**src/rtl/pair_irq_pkg.sv**
```systemverilog
package pair_irq_pkg;
  localparam int PAIRS   = 4;
  localparam int CH      = 2 * PAIRS;
  localparam int CHW     = $clog2(CH);
  localparam int PFW     = 2;
  localparam int LVW     = PFW + 1;
  localparam int PRIO_W  = PAIRS * PFW;
  localparam int ADDR_W  = 3;
  localparam int SRC_W   = 5;

  localparam logic [ADDR_W-1:0] ADDR_TRIG = 3'd0;
  localparam logic [ADDR_W-1:0] ADDR_PEND = 3'd1;
  localparam logic [ADDR_W-1:0] ADDR_EN   = 3'd2;
  localparam logic [ADDR_W-1:0] ADDR_PRIO = 3'd3;
  localparam logic [ADDR_W-1:0] ADDR_SRC  = 3'd4;

  localparam logic [SRC_W-1:0] SRC_RST = 5'b00011;
  localparam int SRC_A0  = 0;
  localparam int SRC_C0  = 1;
  localparam int SRC_D0  = 2;
  localparam int SRC_B0L = 3;

  typedef struct packed {
    logic          wrTrig;
    logic          wrPend;
    logic          wrEn;
    logic          wrPrio;
    logic          wrSrc;
    logic          ackGo;
    logic [CH-1:0] wdata;
  } strobe_t;
endpackage

```
**src/rtl/pair_irq_ctrl.sv**
```systemverilog
module pair_irq_ctrl
  import pair_irq_pkg::*;
(
  input  logic              regWe,
  input  logic [ADDR_W-1:0] regAddr,
  input  logic [CH-1:0]     regWdata,
  input  logic              ackPulse,
  input  logic              irqValid,
  output strobe_t           strb
);
  always_comb begin
    strb       = '0;
    strb.wdata = regWdata;
    if (regWe) begin
      case (regAddr)
        ADDR_TRIG: strb.wrTrig = 1'b1;
        ADDR_PEND: strb.wrPend = 1'b1;
        ADDR_EN:   strb.wrEn   = 1'b1;
        ADDR_PRIO: strb.wrPrio = 1'b1;
        ADDR_SRC:  strb.wrSrc  = 1'b1;
        default:   strb.wrTrig = 1'b0;
      endcase
    end
    // an acknowledge only counts while a request is presented
    strb.ackGo = ackPulse & irqValid;
  end
endmodule

```
**src/rtl/pair_irq_dp.sv**
```systemverilog
module pair_irq_dp
  import pair_irq_pkg::*;
(
  input  logic             clk,
  input  logic             rstN,
  input  logic [CH-1:0]    extPin,
  input  logic [PAIRS-1:0] periphReq,
  input  strobe_t          strb,
  output logic             irqValid,
  output logic [CHW-1:0]   irqChan,
  output logic [LVW-1:0]   irqLevel,
  output logic [CH-1:0]    pendVec,
  output logic [CH-1:0]    enVec
);
  logic [CH-1:0]     trigReg, pendReg, maskReg;
  logic [PRIO_W-1:0] prioReg;
  logic [SRC_W-1:0]  srcReg;
  logic [CH-1:0]     rawLine, syncA, syncB, prevLine, edgeHit;
  logic [CH-1:0]     ackClr, wrClr, pendNext, cand;
  logic [LVW-1:0]    chLevel [CH];

  // configuration registers
  always_ff @(posedge clk or negedge rstN) begin
    if (!rstN) begin
      trigReg <= '0;
      maskReg <= '0;
      prioReg <= '0;
      srcReg  <= SRC_RST;
    end else begin
      if (strb.wrTrig) trigReg <= strb.wdata;
      if (strb.wrEn)   maskReg <= strb.wdata;
      if (strb.wrPrio) prioReg <= strb.wdata[PRIO_W-1:0];
      if (strb.wrSrc)  srcReg  <= strb.wdata[SRC_W-1:0];
    end
  end

  // even-channel source selection
  always_comb begin
    rawLine    = extPin;
    rawLine[0] = srcReg[SRC_A0] ? extPin[0] : periphReq[0];
    rawLine[2] = (srcReg[SRC_B0L+1:SRC_B0L] == 2'b00) ? extPin[2] : periphReq[1];
    rawLine[4] = srcReg[SRC_C0] ? extPin[4] : periphReq[2];
    rawLine[6] = srcReg[SRC_D0] ? periphReq[3] : extPin[6];
  end

  // two-flop synchroniser plus one history flop
  always_ff @(posedge clk or negedge rstN) begin
    if (!rstN) begin
      syncA    <= '0;
      syncB    <= '0;
      prevLine <= '0;
    end else begin
      syncA    <= rawLine;
      syncB    <= syncA;
      prevLine <= syncB;
    end
  end

  for (genvar g = 0; g < CH; g++) begin : g_chan
    assign edgeHit[g] = trigReg[g] ? (syncB[g] & ~prevLine[g])
                                   : (~syncB[g] & prevLine[g]);
    assign enVec[g]   = maskReg[CH-1-g];
    assign chLevel[g] = {prioReg[(g/2)*PFW +: PFW], 1'(g % 2)};
  end

  // pending update: clears first, fresh edges win
  always_comb begin
    ackClr   = strb.ackGo  ? (CH'(1) << irqChan) : '0;
    wrClr    = strb.wrPend ? ~strb.wdata : '0;
    pendNext = (pendReg & ~(ackClr | wrClr)) | edgeHit;
  end

  always_ff @(posedge clk or negedge rstN) begin
    if (!rstN) pendReg <= '0;
    else       pendReg <= pendNext;
  end

  // arbiter: lowest level, lowest index on ties
  always_comb begin
    cand     = pendReg & enVec;
    irqValid = 1'b0;
    irqChan  = '0;
    irqLevel = '0;
    for (int i = 0; i < CH; i++) begin
      if (cand[i] && (!irqValid || chLevel[i] < irqLevel)) begin
        irqValid = 1'b1;
        irqChan  = CHW'(i);
        irqLevel = chLevel[i];
      end
    end
  end

  assign pendVec = pendReg;
endmodule

```
**src/rtl/pair_irq_top.sv**
```systemverilog
module pair_irq_top
  import pair_irq_pkg::*;
(
  input  logic             clk,
  input  logic             rstN,
  input  logic [CH-1:0]    extPin,
  input  logic [PAIRS-1:0] periphReq,
  input  logic             regWe,
  input  logic [ADDR_W-1:0] regAddr,
  input  logic [CH-1:0]    regWdata,
  input  logic             ackPulse,
  output logic             irqValid,
  output logic [CHW-1:0]   irqChan,
  output logic [LVW-1:0]   irqLevel
);
  strobe_t       strb;
  logic [CH-1:0] pendVec, enVec;

  pair_irq_ctrl u_ctrl (
    .regWe    (regWe),
    .regAddr  (regAddr),
    .regWdata (regWdata),
    .ackPulse (ackPulse),
    .irqValid (irqValid),
    .strb     (strb)
  );

  pair_irq_dp u_dp (
    .clk       (clk),
    .rstN      (rstN),
    .extPin    (extPin),
    .periphReq (periphReq),
    .strb      (strb),
    .irqValid  (irqValid),
    .irqChan   (irqChan),
    .irqLevel  (irqLevel),
    .pendVec   (pendVec),
    .enVec     (enVec)
  );
endmodule

```
**config.mk**
```make
export PLATFORM = sky130hd
export DESIGN_NAME = pair_irq_top
export DESIGN_NICKNAME = d
export VERILOG_FILES = /design/src/rtl/pair_irq_pkg.sv /design/src/rtl/pair_irq_ctrl.sv /design/src/rtl/pair_irq_dp.sv /design/src/rtl/pair_irq_top.sv
export SDC_FILE = /design/constraint.sdc
export NUM_CORES = 1
export LEC_CHECK = 0
export CAP_MARGIN = 20
export CORE_ASPECT_RATIO = 0.75
export CORE_MARGIN = 2
export CORE_UTILIZATION = 60
export DETAILED_ROUTE_END_ITERATION = 8
export GPL_ROUTABILITY_DRIVEN = 0
export PLACE_DENSITY = 0.82
export SLEW_MARGIN = 20
export SYNTH_ARGS = -nofsm -noshare
export SYNTH_HDL_FRONTEND = slang
export SYNTH_SLANG_ARGS = --single-unit
```
**constraint.sdc**
```tcl
create_clock -name clk -period 22.7 [get_ports clk]
set_input_delay 4.54 -clock clk [delete_from_list [all_inputs] [get_ports clk]]
set_output_delay 4.54 -clock clk [all_outputs]
set_load 0.03 [all_outputs]
```
==> results by group, run 1 <==
Worst setup path
  – CP max-delay cell: clkdlybuf4s50_1
  – Critical Path Start: u_dp.maskReg[7]
  – Crit. End Element: primary output
  – Worst setup path endpoint: irqLevel[1]
  – Crit-path max cell delay: 0.68 ns
  – Reg-to-reg startpoint: u_dp.maskReg[7]
  – Register-to-Register Setup Slack: 14.05 ns
  – Crit start category: flip-flop
  – Kind of critical path: reg2out
  – Most used cell, CP: ha_1
  – Reg-to-Reg End: u_dp.pendVec[3]
  – CP Depth: 38
  – Worst EP arrival: 9.32 ns
  – Critical path data required time: 18.16 ns
  – Buf/Inv on CP: 4
  – Crit path max-delay family: compound AO/OA/AOI/OAI gates
  – Cell depth of the worst flop-to-flop path: 37
  – Crit-path max FO: 7

Route
  – Initial DRC count: 144
  – Final wirelength: 6260 um
  – Via count: 2214
  – First-pass iteration count of the detailed router: 4
  – Via density: 6.13
  – DRC: 0
  – Wire length per cell: 17.3 um
  – Antenna Nets Post-Route: 0

STA
  – Clock Skews: 0.00868 ns
  – Final period utilization: 61.1%
  – Rel. slew slack: 47.5%
  – Crit path time final: 13.86 ns
  – Unrepaired setup endpoints after global routing: false
  – Final TNS setup: 0 ns
  – Final setup viols: 0
  – Worst-Margin Slew: 0.787 ns
  – Fmax: 72.2 MHz
  – Final hold viol count: 0
  – Fin. max-slew vios: 0

Run
  – Max Cap Viol: 0

Yosys
  – Synth Net Count: 288
  – Synth top area cells: dfrtp_1 (50%), mux2_2 (13%), ha_1 (3.8%), nand2_1 (3.3%), nor2_1 (2.0%)
  – Number of synthesized flops with an enable pin: 0
  – Post-synth top area cell: dfrtp_1
  – Post-Synthesis Cells: 252
  – Post-synth ARST share: 100%
  – Syn Area/Cell: 11.8 um^2
  – Flops & latches, synth: 61
  – Yosys cell types: 51
  – Sequential fraction of the synthesis area: 51.6%
  – Mapped Area: 2970 um^2
  – Synth warn: 0
  – Yosys top cell area share: 49.8%
  – Ys flop type: dfrtp_1

Clock network
  – Clk_lat worst skew: 0.34 ns
  – H-tree Lvls: 3
  – Clk slew on worst S/H paths: 0.07 ns
  – CTS root buf: clkbuf_8
  – Cts bufs inserted: 9
  – CTS tree: done
  – CTS max path bufs: 2
  – Clk sinks: 61
  – Post-CTS Repair Setup Buffers: 0
  – Cts repair resizes: 0
  – Cts hold-fix bufs: 0

Power
  – Power Density: 141 nW/um^2
  – Peak VDD IR: 0.178 mV
  – Final Total Pwr: 0.509 mW
  – Leak: 1.56 nW

Die
  – Die area: 5530 um^2
  – FP Rows: 22
  – DIE WIDTH: 85.2 um
  – Starting density of the core: 61.6%
  – Die span in y: 64.9 um
  – # IOs: 34
  – Core area: 4820 um^2

Placement
  – Port bufs: 33
  – Final HPWL DP: 4580 um

Global routing
  – Grt total ovfl: 0
  – GRT Overall Usage: 25.0%
  – Largest net degree at the start of global routing: 62
  – First-pass GRT wire length: 10400 um
  – Vias in the first global route: 2141
  – Initial antenna violation count: 0

Finish
  – Filler cells: 325
  – Area Growth Syn to Fin: 21.9%
  – N_diodes: 0
  – Register area: 1530 um^2
  – Nets: 332
  – Fraction of layout cells with a size suffix above 1: 21.9%
  – Area of the multi-input gates: 1410 um^2

Status
  – Outcome: completed

Min path
  – Worst min-delay path class: reg2reg
## per-stage QoR
| stage | hold slack, ns | instance area (um^2) | std cells | util [%] | worst slack (ns) |
|---|---|---|---|---|---|
| after floorplan | 0.331 | 2970 | 252 | - | 10.43 |
| after global routing | 0.351 | 3620 | 361 | 75.1 | 8.10 |
| after global placement | 0.331 | 3370 | 345 | 69.9 | 9.56 |
| after detailed placement | 0.335 | 3370 | 345 | 69.9 | 9.27 |
| after CTS | 0.351 | 3600 | 361 | 74.8 | 8.90 |
| final | 0.346 | 3620 | 361 | 75.1 | 8.84 |
## worst reg2reg max path, delay by kind of cell (launching register included)
family / cells / cell delay, ns
adder cells (fa/ha/maj): 6 / 1.49
AO/OA/AOI/OAI: 17 / 3.80
multiplexers: 4 / 1.03
flip-flops: 1 / 0.44
buffers and inverters: 3 / 0.18
AND/OR/NAND/NOR: 7 / 1.64
## placed cells by master (no fill, tap or decap), drive strengths merged, types with 6 or more instances in the layout
cell	synthesis	layout
o221ai	6	6
mux2	35	35
nand2	26	26
o21ai	11	11
dfrtp	59	59
nor2	16	16
a21oi	10	10
a21o	8	8
clkbuf	1	10
ha	9	9
clkdlybuf4s50	0	32
inv	8	9
## state kept, by name, summed over array words and instances, names as in the netlist
signal         count
u_dp.srcReg        5
u_dp.prevLine      8
u_dp.syncB         8
u_dp.syncA         8
u_dp.trigReg       8
u_dp.pendVec       8
u_dp.maskReg       8
u_dp.prioReg       8
## power by group
part	leakage [nW]	total [mW]	switching, mW	internal, mW
Combinational	0.745	0.251	0.139	0.111
Sequential	0.706	0.148	0.0172	0.131
Clock	0.113	0.111	0.0451	0.0655
Total	1.56	0.509	0.202	0.307
## per-layer routing
layer  global-route usage, %  vias to the layer above  wire length (um)
met5                       0                        -                 0
met1                    35.2                     1091              2890
li1                        -                     1043                 -
met4                    9.52                        0               111
met3                    6.62                       11               378
met2                    37.4                       69              2880
## synthesized netlist by cell type (3+ instances only)
cell type / number
a211o_1: 4
a21o_1: 7
a21oi_1: 9
and2_1: 3
dfrtp_1: 59
ha_1: 9
inv_1: 8
mux2_2: 34
mux2i_1: 3
nand2_1: 26
nand2b_1: 4
nand3_1: 5
nor2_1: 16
nor4bb_1: 3
o21ai_0: 10
o221ai_1: 6
## cell families after synthesis
kind of cell	share of synthesized area, %
fa+ha+maj	3.80
compound gates	15.4
mux	14.9
flops	51.6
simple gates	13.0
buf+inv	1.39
## area by class of cell
| class | count | share of cell area (%) |
|---|---|---|
| Clock inverter | 6 | 2.60 |
| Tap cell | 60 | 2.08 |
| Sequential cell | 61 | 42.3 |
| Timing Repair Buffer | 35 | 9.41 |
| Inverter | 8 | 0.830 |
| Multi-Input combinational cell | 181 | 39.0 |
| Clock buffer | 10 | 3.81 |
## how the worst min path moves through the flow
stage	depth (start not counted)	end	slack [ns]	from
global placement	0	u_dp.syncB[0]	0.33	u_dp.syncA[0]
CTS	0	u_dp.syncB[5]	0.35	u_dp.syncA[5]
floorplan	0	u_dp.syncB[0]	0.33	u_dp.syncA[0]
global route	0	u_dp.syncB[6]	0.35	u_dp.syncA[6]
finish	0	u_dp.syncB[6]	0.35	u_dp.syncA[6]
detailed placement	0	u_dp.syncB[3]	0.33	u_dp.syncA[3]
(Power assumes the default switching activity.)
==> inputs of run 2 (changes only) <==
--- a/config.mk
+++ b/config.mk
@@ -8,10 +8,10 @@
 export CAP_MARGIN = 20
 export CORE_ASPECT_RATIO = 0.75
 export CORE_MARGIN = 2
-export CORE_UTILIZATION = 60
+export CORE_UTILIZATION = 56
 export DETAILED_ROUTE_END_ITERATION = 8
 export GPL_ROUTABILITY_DRIVEN = 0
-export PLACE_DENSITY = 0.82
+export PLACE_DENSITY = 0.77
 export SLEW_MARGIN = 20
 export SYNTH_ARGS = -nofsm -noshare
 export SYNTH_HDL_FRONTEND = slang
==> constraint.sdc (replaced) <==
create_clock -name clk -period 12.85 [get_ports clk]
set_input_delay 2.57 -clock clk [delete_from_list [all_inputs] [get_ports clk]]
set_output_delay 2.57 -clock clk [all_outputs]
set_load 0.03 [all_outputs]
==> run 2 against run 1 <==
  * Clock-buffer cell count is 3 higher
  * Clock skew rose by 0.00070 ns
  * Critical path depth stayed put
  * Wire length rose by 2.8%
  * Sequential cell count unchanged
  * Largest cell class unchanged
==> results by group, run 2 (synthesis results as in run 1) <==
Placement
  – Dpl cells: 357
  – Final HPWL DP: 4600 um
  – Port bufs: 33

Finish
  – Nets: 332
  – Most frequent cells in the layout: dfrtp_1 (59), mux2_2 (34), clkdlybuf4s50_1 (32), nand2_1 (26), nor2_1 (16)
  – Fin cells: 373
  – Filler cells: 377
  – Fraction of layout cells with a size suffix above 1: 21.3%
  – Most common cell after layout, fill and taps aside: dfrtp_1
  – Area Growth Syn to Fin: 22.3%
  – Register area: 1530 um^2
  – Area of the multi-input gates: 1410 um^2
  – N_diodes: 0

STA
  – Fin. max-slew vios: 0
  – Final period utilization: 92.4%
  – Crit path time final: 11.87 ns
  – Unrepaired setup endpoints after global routing: false
  – Clock Skews: 0.00938 ns
  – Final TNS setup: 0 ns
  – Fmax: 84.2 MHz
  – Final setup viols: 0
  – Final hold viol count: 0
  – Rel. slew slack: 47.4%
  – Worst-Margin Slew: 0.788 ns

Die
  – Die area: 5900 um^2
  – # IOs: 34
  – Die span in y: 67.0 um
  – DIE WIDTH: 88.0 um
  – Core area: 5010 um^2
  – Starting density of the core: 59.2%
  – FP Rows: 22

Global routing
  – Largest net degree at the start of global routing: 62
  – First-pass GRT wire length: 10700 um
  – Vias in the first global route: 2182
  – GRT Overall Usage: 25.0%
  – Initial antenna violation count: 0
  – Grt total ovfl: 0

Worst setup path
  – Crit. End Element: primary output
  – Register-to-Register Setup Slack: 4.19 ns
  – Kind of critical path: reg2out
  – Cell depth of the worst flop-to-flop path: 37
  – Worst EP arrival: 9.30 ns
  – Crit-path max FO: 7
  – CP max-delay cell: clkdlybuf4s50_1
  – Critical path data required time: 10.28 ns
  – Buf/Inv on CP: 4
  – Crit-path max cell delay: 0.68 ns
  – Crit path max-delay family: compound AO/OA/AOI/OAI gates
  – Crit start category: flip-flop
  – Most used cell, CP: ha_1
  – Reg-to-reg startpoint: u_dp.pendVec[0]
  – Reg-to-Reg End: u_dp.pendVec[3]

Power
  – Clock power frac: 21.4%
  – Net Sw Frac: 39.1%
  – Pint: 0.548 mW
  – Leak: 1.56 nW
  – Part of the power in registers: 29.2%
  – Net Sw Power: 0.351 mW
  – Peak VDD IR: 0.109 mV
  – Gate power share: 49.4%
  – Power Density: 248 nW/um^2

Clock network
  – Clk slew on worst S/H paths: 0.06 ns
  – H-tree Lvls: 3
  – CTS max path bufs: 2
  – Post-CTS Repair Setup Buffers: 0
  – Cts repair resizes: 0
  – CTS root buf: clkbuf_8
  – Cts bufs inserted: 9
  – CTS tree: done
  – Cts hold-fix bufs: 0
  – Clk_lat worst skew: 0.34 ns
  – Clk sinks: 61

Status
  – Outcome: completed

Route
  – Initial DRC count: 168
  – Wire length per cell: 17.2 um
  – First-pass iteration count of the detailed router: 4
  – DRC: 0
  – Antenna Nets Post-Route: 0
  – Via count: 2179
  – Final wirelength: 6430 um
  – Via density: 5.84

Min path
  – Hold Startpoint: u_dp.syncA[0]
  – Worst min-delay path class: reg2reg
  – Worst Hold End: u_dp.syncB[0]
  – Worst hold path cell count: 0

Run
  – Max Cap Viol: 0
-- run 2: cell count changes in the layout (fill, tap and decap cells not counted), sizes merged --
cell      change
clkbuf        +3
clkinv        -1
clkinvlp      -1
inv           -1
-- run 2: final cells by class --
| cell class | instances | area share (%) |
|---|---|---|
| flip-flops and latches | 61 | 42.2 |
| inverters | 8 | 0.828 |
| well taps | 72 | 2.48 |
| clock buffers | 13 | 4.38 |
| repair buffers | 35 | 9.38 |
| clock inverters | 3 | 1.90 |
| multi-input cells | 181 | 38.9 |
-- run 2: worst max path at each step --
stage               slack [ns]     endpoint       startpoint  depth (start not counted)
finish                    0.98  irqLevel[1]  u_dp.pendVec[0]                         38
global placement          1.54  irqLevel[1]  u_dp.maskReg[7]                         38
CTS                       1.04  irqLevel[1]  u_dp.maskReg[7]                         38
detailed placement        1.48  irqLevel[1]  u_dp.maskReg[7]                         38
floorplan                 2.55  irqLevel[1]  u_dp.maskReg[7]                         37
global route              0.21  irqLevel[1]  u_dp.pendVec[0]                         38
-- run 2: stage by stage --
step	hold slack (ns)	utilization (%)	area, um^2	setup slack, ns	power (mW)
5_1_grt	0.353	72.4	3630	0.214	0.954
3_3_place_gp	0.332	67.6	3380	1.54	0.694
2_1_floorplan	0.331	-	2970	2.55	0.575
6_report	0.347	72.4	3630	0.976	0.899
4_1_cts	0.350	72.1	3610	1.04	0.899
3_5_place_dp	0.335	67.6	3380	1.48	0.703
-- run 2: power groups by stage --
stage	Clock, mW	Combinational [mW]	Sequential (mW)
final	0.192	0.444	0.262
after global routing	0.204	0.483	0.267
after CTS	0.195	0.442	0.262
after detailed placement	0	0.438	0.265
after global placement	0	0.432	0.262
after floorplan	0	0.320	0.255
-- run 2: worst register-to-register path, delay by kind of cell, from the launching register on --
kind	cells	cell delay, ns
AOI/OAI and AO/OA	17	3.72
and+or+nand+nor	7	1.63
adders and majority gates	6	1.55
muxes	4	1.04
DFF	1	0.44
buffers and inverters	3	0.19
-- run 2: layer usage --
metal / GRT usage (%) / vias up / part of all wire, %
met5: 0 / - / 0
met4: 11.7 / 0 / 1.2
met3: 6.20 / 11 / 6.1
met2: 37.8 / 75 / 46
met1: 34.2 / 1058 / 47
li1: - / 1035 / -
==> inputs of run 3 (changes only) <==
--- a/config.mk
+++ b/config.mk
@@ -12,6 +12,7 @@
 export DETAILED_ROUTE_END_ITERATION = 8
 export GPL_ROUTABILITY_DRIVEN = 0
 export PLACE_DENSITY = 0.77
+export SKIP_LAST_GASP = 1
 export SLEW_MARGIN = 20
 export SYNTH_ARGS = -nofsm -noshare
 export SYNTH_HDL_FRONTEND = slang
==> results of run 3 <==
No change in the layout: final DEF, timing and power equal those of run 2.
